$ cat src/rtl/plact_pkg.sv
package plact_pkg;

    // One step of the equivalence-feedback shift register of width w.
    function automatic logic [31:0] code_step(input logic [31:0] cur, input int w,
                                              input int hi, input int lo);
        logic [31:0] mask;
        logic        fb;
        mask = (w >= 32) ? 32'hFFFF_FFFF : ((32'd1 << w) - 32'd1);
        fb   = ~(cur[hi] ^ cur[lo]);
        return ((cur << 1) | {31'd0, fb}) & mask;
    endfunction

    // Code assigned to line idx: idx steps from the all-zeros seed.
    function automatic logic [31:0] line_code(input int idx, input int w,
                                              input int hi, input int lo);
        logic [31:0] c;
        c = 32'd0;
        for (int s = 0; s < idx; s++) begin
            c = code_step(c, w, hi, lo);
        end
        return c;
    endfunction

endpackage

$ cat src/rtl/plact_codegen.sv
module plact_codegen #(
    parameter int CODE_W = 4,
    parameter int TAP_HI = 3,
    parameter int TAP_LO = 2
) (
    input  logic              clk_i,
    input  logic              rst_i,
    input  logic              test_en_i,
    input  logic              restart_i,
    output logic [CODE_W-1:0] code_o
);
    import plact_pkg::*;

    localparam logic [CODE_W-1:0] SEED_ZERO = '0;
    localparam logic [CODE_W-1:0] LOCK_CODE = '1;

    typedef struct packed {
        logic [CODE_W-1:0] code;
        logic              mode;
    } gen_state_t;

    localparam gen_state_t RESET_STATE = '{code: LOCK_CODE, mode: 1'b0};

    gen_state_t st_d, st_q;
    logic [CODE_W-1:0] stepped;

    always_comb begin
        stepped = CODE_W'(code_step(32'(st_q.code), CODE_W, TAP_HI, TAP_LO));
        st_d      = st_q;
        st_d.mode = test_en_i;
        if (!test_en_i) begin
            st_d.code = LOCK_CODE;
        end else if (!st_q.mode) begin
            st_d.code = SEED_ZERO;
        end else if (restart_i) begin
            st_d.code = SEED_ZERO;
        end else begin
            st_d.code = stepped;
        end
    end

    always_ff @(posedge clk_i) begin
        if (rst_i) begin
            st_q <= RESET_STATE;
        end else begin
            st_q <= st_d;
        end
    end

    assign code_o = st_q.code;

endmodule

$ cat src/rtl/plact_decoder.sv
module plact_decoder #(
    parameter int NUM_LINES = 8,
    parameter int CODE_W    = 4,
    parameter int TAP_HI    = 3,
    parameter int TAP_LO    = 2
) (
    input  logic                 enable_i,
    input  logic [CODE_W-1:0]    code_i,
    output logic [NUM_LINES-1:0] line_act_o,
    output logic                 recog_o
);
    import plact_pkg::*;

    localparam logic [CODE_W-1:0] LAST_CODE =
        CODE_W'(line_code(NUM_LINES - 1, CODE_W, TAP_HI, TAP_LO));

    for (genvar i = 0; i < NUM_LINES; i++) begin : g_row
        localparam logic [CODE_W-1:0] ROW_CODE =
            CODE_W'(line_code(i, CODE_W, TAP_HI, TAP_LO));
        logic match;
        always_comb begin
            match = 1'b1;
            for (int b = 0; b < CODE_W; b++) begin
                if (code_i[b] != ROW_CODE[b]) match = 1'b0;
            end
        end
        assign line_act_o[i] = enable_i & match;
    end

    // Separate recognizer row, programmed like the bottom-most line.
    logic recog_match;
    always_comb begin
        recog_match = 1'b1;
        for (int b = 0; b < CODE_W; b++) begin
            if (code_i[b] != LAST_CODE[b]) recog_match = 1'b0;
        end
    end
    assign recog_o = enable_i & recog_match;

endmodule

$ cat src/rtl/plact_top.sv
module plact_top #(
    parameter int NUM_LINES = 8
) (
    input  logic                 clk_i,
    input  logic                 rst_i,
    input  logic                 test_en_i,
    output logic [NUM_LINES-1:0] line_act_o,
    output logic                 restart_o,
    output logic                 scan_o
);
    localparam int CODE_W = $clog2(NUM_LINES + 1);
    localparam int TAP_HI = CODE_W - 1;
    localparam int TAP_LO = CODE_W - 2;

    logic [CODE_W-1:0] code;
    logic              recog;

    plact_codegen #(
        .CODE_W(CODE_W), .TAP_HI(TAP_HI), .TAP_LO(TAP_LO)
    ) u_gen (
        .clk_i    (clk_i),
        .rst_i    (rst_i),
        .test_en_i(test_en_i),
        .restart_i(recog),
        .code_o   (code)
    );

    plact_decoder #(
        .NUM_LINES(NUM_LINES), .CODE_W(CODE_W), .TAP_HI(TAP_HI), .TAP_LO(TAP_LO)
    ) u_dec (
        .enable_i  (test_en_i),
        .code_i    (code),
        .line_act_o(line_act_o),
        .recog_o   (recog)
    );

    assign restart_o = recog;
    assign scan_o    = code[CODE_W-1];

endmodule

$ cat config.mk
export PLATFORM = sky130hd
export DESIGN_NAME = plact_top
export DESIGN_NICKNAME = d
export VERILOG_FILES = /design/src/rtl/plact_pkg.sv /design/src/rtl/plact_codegen.sv /design/src/rtl/plact_decoder.sv /design/src/rtl/plact_top.sv
export SDC_FILE = /design/constraint.sdc
export NUM_CORES = 1
export LEC_CHECK = 0
export ABC_AREA = 1
export ABC_CLOCK_PERIOD_IN_PS = 1500
export BUFFER_PORTS_ARGS = -buffer_cell sky130_fd_sc_hd__buf_2
export CAP_MARGIN = 20
export CORE_AREA = 2 2 39 41
export DETAILED_ROUTE_END_ITERATION = 8
export DIE_AREA = 0 0 41 43
export PLACE_DENSITY = 0.46
export SYNTH_ARGS = -nofsm -noshare
export SYNTH_HDL_FRONTEND = slang
export SYNTH_SLANG_ARGS = --single-unit
$ cat constraint.sdc
create_clock -name clk_i -period 1.5 [get_ports clk_i]
set_input_delay 0.3 -clock clk_i [delete_from_list [all_inputs] [get_ports clk_i]]
set_output_delay 0.3 -clock clk_i [all_outputs]
set_load 0.01 [all_outputs]
==> results.py <==
metrics = {
    "finish": {
        "nets": 63,
        "drive_gt1_frac": 0.441,
        "final_util": 0.276,
        "ff_latch_area_um2": 103,
        "fill_cells": 158,
        "syn_to_final_growth_pct": 38.6,
        "num_antenna_cells": 0,
        "multiInputGateArea_um2": 143,
    },
    "clocking": {
        "holdBufCountCts": 0,
        "htreeDepth": 1,
        "postCtsSetupBuffers": 0,
        "cts.path.max_buffers": 2,
        "numCtsBuffers": 3,
        "cts_tree": "done",
        "cts.sinks": 5,
        "clk_latency_ns": 0.24,
        "postCtsResizedCells": 0,
        "clk_pin_slew_worst_paths_ns": 0.04,
        "ctsRootBufferMaster": "clkbuf_4",
    },
    "global_route": {
        "grt_antenna_before_repair": 0,
        "grt_overflow_total": 0,
        "grt_usage": 0.0795,
        "grt_pass1_wl_um": 883,
        "grt_pass1_vias": 232,
        "grt_max_degree": 8,
    },
    "timing": {
        "fmax_ghz": 0.702,
        "finalMaxSlewViolations": 0,
        "skew_ns": 0.00224,
        "fin_crit_ns": 1.42,
        "finalSetupViolCount": 0,
        "period_share": 0.949,
        "slew_headroom": 0.851,
        "hold_viol": 0,
        "tightest_slew_ns": 0.224,
    },
    "worst_setup_path": {
        "r2r_slack_ns": 0.64,
        "reg2reg_from": "u_gen.code_o[2]",
        "worst_r2r_path_depth": 5,
        "required_ns": 1.20,
        "cp.arrival_ns": 1.12,
        "worstPathCellList": "nor2_4 > nand2_1 > nor3_1 > buf_2",
        "critPathKind": "flip-flop to output pin",
        "startpoint_type": "flip-flop",
        "critPathMaxStageDelay_ns": 0.36,
        "startpoint": "u_gen.code_o[3]",
        "cpMaxStageDelayCell": "dfxtp_1",
        "crit_family": "simple AND/OR/NAND/NOR gates",
        "cp_num_buf_inv": 1,
        "critPathCaptureType": "output pin",
        "r2r_end": "u_gen.code_o[2]",
        "crit_fanout": 5,
    },
    "synthesis": {
        "synth_seq_cells": 5,
        "avgSynthCellArea_um2": 6.26,
        "ys.warnings.count": 0,
        "synth_cells": 44,
        "synth_area_um2": 275,
        "synth-seq-area-share": 0.364,
        "ys_types": 11,
        "synth_nets": 47,
    },
    "die": {
        "dieArea_um2": 1760,
        "core_area_um2": 1380,
        "ios": 13,
        "initial_core_util": 0.199,
        "die_x_um": 41,
        "std_cell_rows": 14,
        "die_y_um": 43,
    },
    "power_and_ir_drop": {
        "powerDensity_nw_per_um2": 920,
        "power.total_uw": 351,
        "max-vdd-ir-drop_mv": 0.349,
        "p_leak_uw": 0.000223,
    },
    "detailed_routing": {
        "ant_nets": 0,
        "drc_errors": 0,
        "routedWlPerCell_um": 8.27,
        "vias": 285,
        "dr.pass1.iters": 2,
        "finalWirelength_um": 620,
        "via_per_inst": 3.80,
        "first_iter_violations": 1,
    },
    "worst_hold_path": {
        "hold_depth": 2,
        "holdPathEnd": "u_gen.st_q[0]",
        "hold_path.class": "primary input to flip-flop",
        "worstHoldStart": "rst_i",
    },
    "run_status": {
        "status": "complete, no violations",
    },
    "run": {
        "maxCapViolCount": 0,
    },
    "placement": {
        "dp_hpwl_um": 496,
        "io_buffer_count": 12,
        "gp_congestion": 0.670,
    },
}
[cell type report]
class / count / area share
Timing Repair Buffer: 12 / 0.157
Tap cell: 16 / 0.0525
Multi-Input combinational cell: 30 / 0.374
Clock buffer: 4 / 0.0689
Inverter: 8 / 0.0787
Sequential cell: 5 / 0.269
[layout by cell type, fill, tap and decap left out, drive strengths merged]
| cell type | synthesis | final |
|---|---|---|
| buf | 1 | 12 |
| nor2 | 7 | 7 |
| inv | 8 | 8 |
| dfxtp | 5 | 5 |
| clkbuf | 0 | 4 |
| nor3 | 4 | 4 |
| nand3 | 2 | 2 |
| nand2 | 17 | 17 |
[through the flow]
stage	setup WS, ns	setup TNS [ns]	cells	cell area, um^2	hold WS (ns)
4_1_cts	0.0498	0	75	374	0.254
2_1_floorplan	0.345	0	44	275	0.391
3_3_place_gp	0.293	0	71	348	0.483
5_1_grt	-0.0261	-0.0261	75	382	0.255
3_5_place_dp	0.283	0	71	348	0.481
6_report	0.0762	0	75	382	0.254
[cell usage after synthesis]
master / number / area (um^2)
nand2_1: 15 / 56.3
inv_1: 5 / 18.8
nor2_4: 1 / 11.3
nor2_1: 4 / 15.0
nand3_1: 2 / 10.0
buf_4: 1 / 7.51
dfxtp_1: 5 / 100
nand2_2: 2 / 12.5
nor2_2: 2 / 12.5
inv_2: 3 / 11.3
nor3_1: 4 / 20.0
[cells by family (layout without fill, tap and decap cells)]
group	Yosys count	in the layout	synth area share
buffers and inverters	9	24	0.136
DFF	5	5	0.364
and+or+nand+nor	30	30	0.500
[routing by layer]
| layer | wire (um) | GRT usage |
|---|---|---|
| met4 | 0 | 0.0800 |
| met1 | 297 | 0.0939 |
| met3 | 59 | 0.0314 |
| met2 | 263 | 0.100 |
| met5 | 0 | 0 |
[power breakdown]
| part | internal (uW) | total (uW) | leakage (uW) | switching (uW) |
|---|---|---|---|---|
| registers | 142 | 155 | 0.0000410 | 13.0 |
| logic | 17.1 | 42.9 | 0.000167 | 25.8 |
| clock network | 100 | 153 | 0.0000150 | 52.9 |
[state kept, by name (all words and copies together) (netlist names)]
signal / cells
u_gen.code_o: 4
u_gen.st_q: 1
[worst max-delay path by stage]
stage,to,slack (ns),cells after the start
after floorplan,line_act_o[7],0.35,5
after global placement,line_act_o[1],0.29,6
after detailed placement,line_act_o[0],0.28,6
after CTS,restart_o,0.05,5
after global routing,line_act_o[1],-0.03,4
final,line_act_o[1],0.08,4
Note: power is estimated with default switching activity, not from simulation.
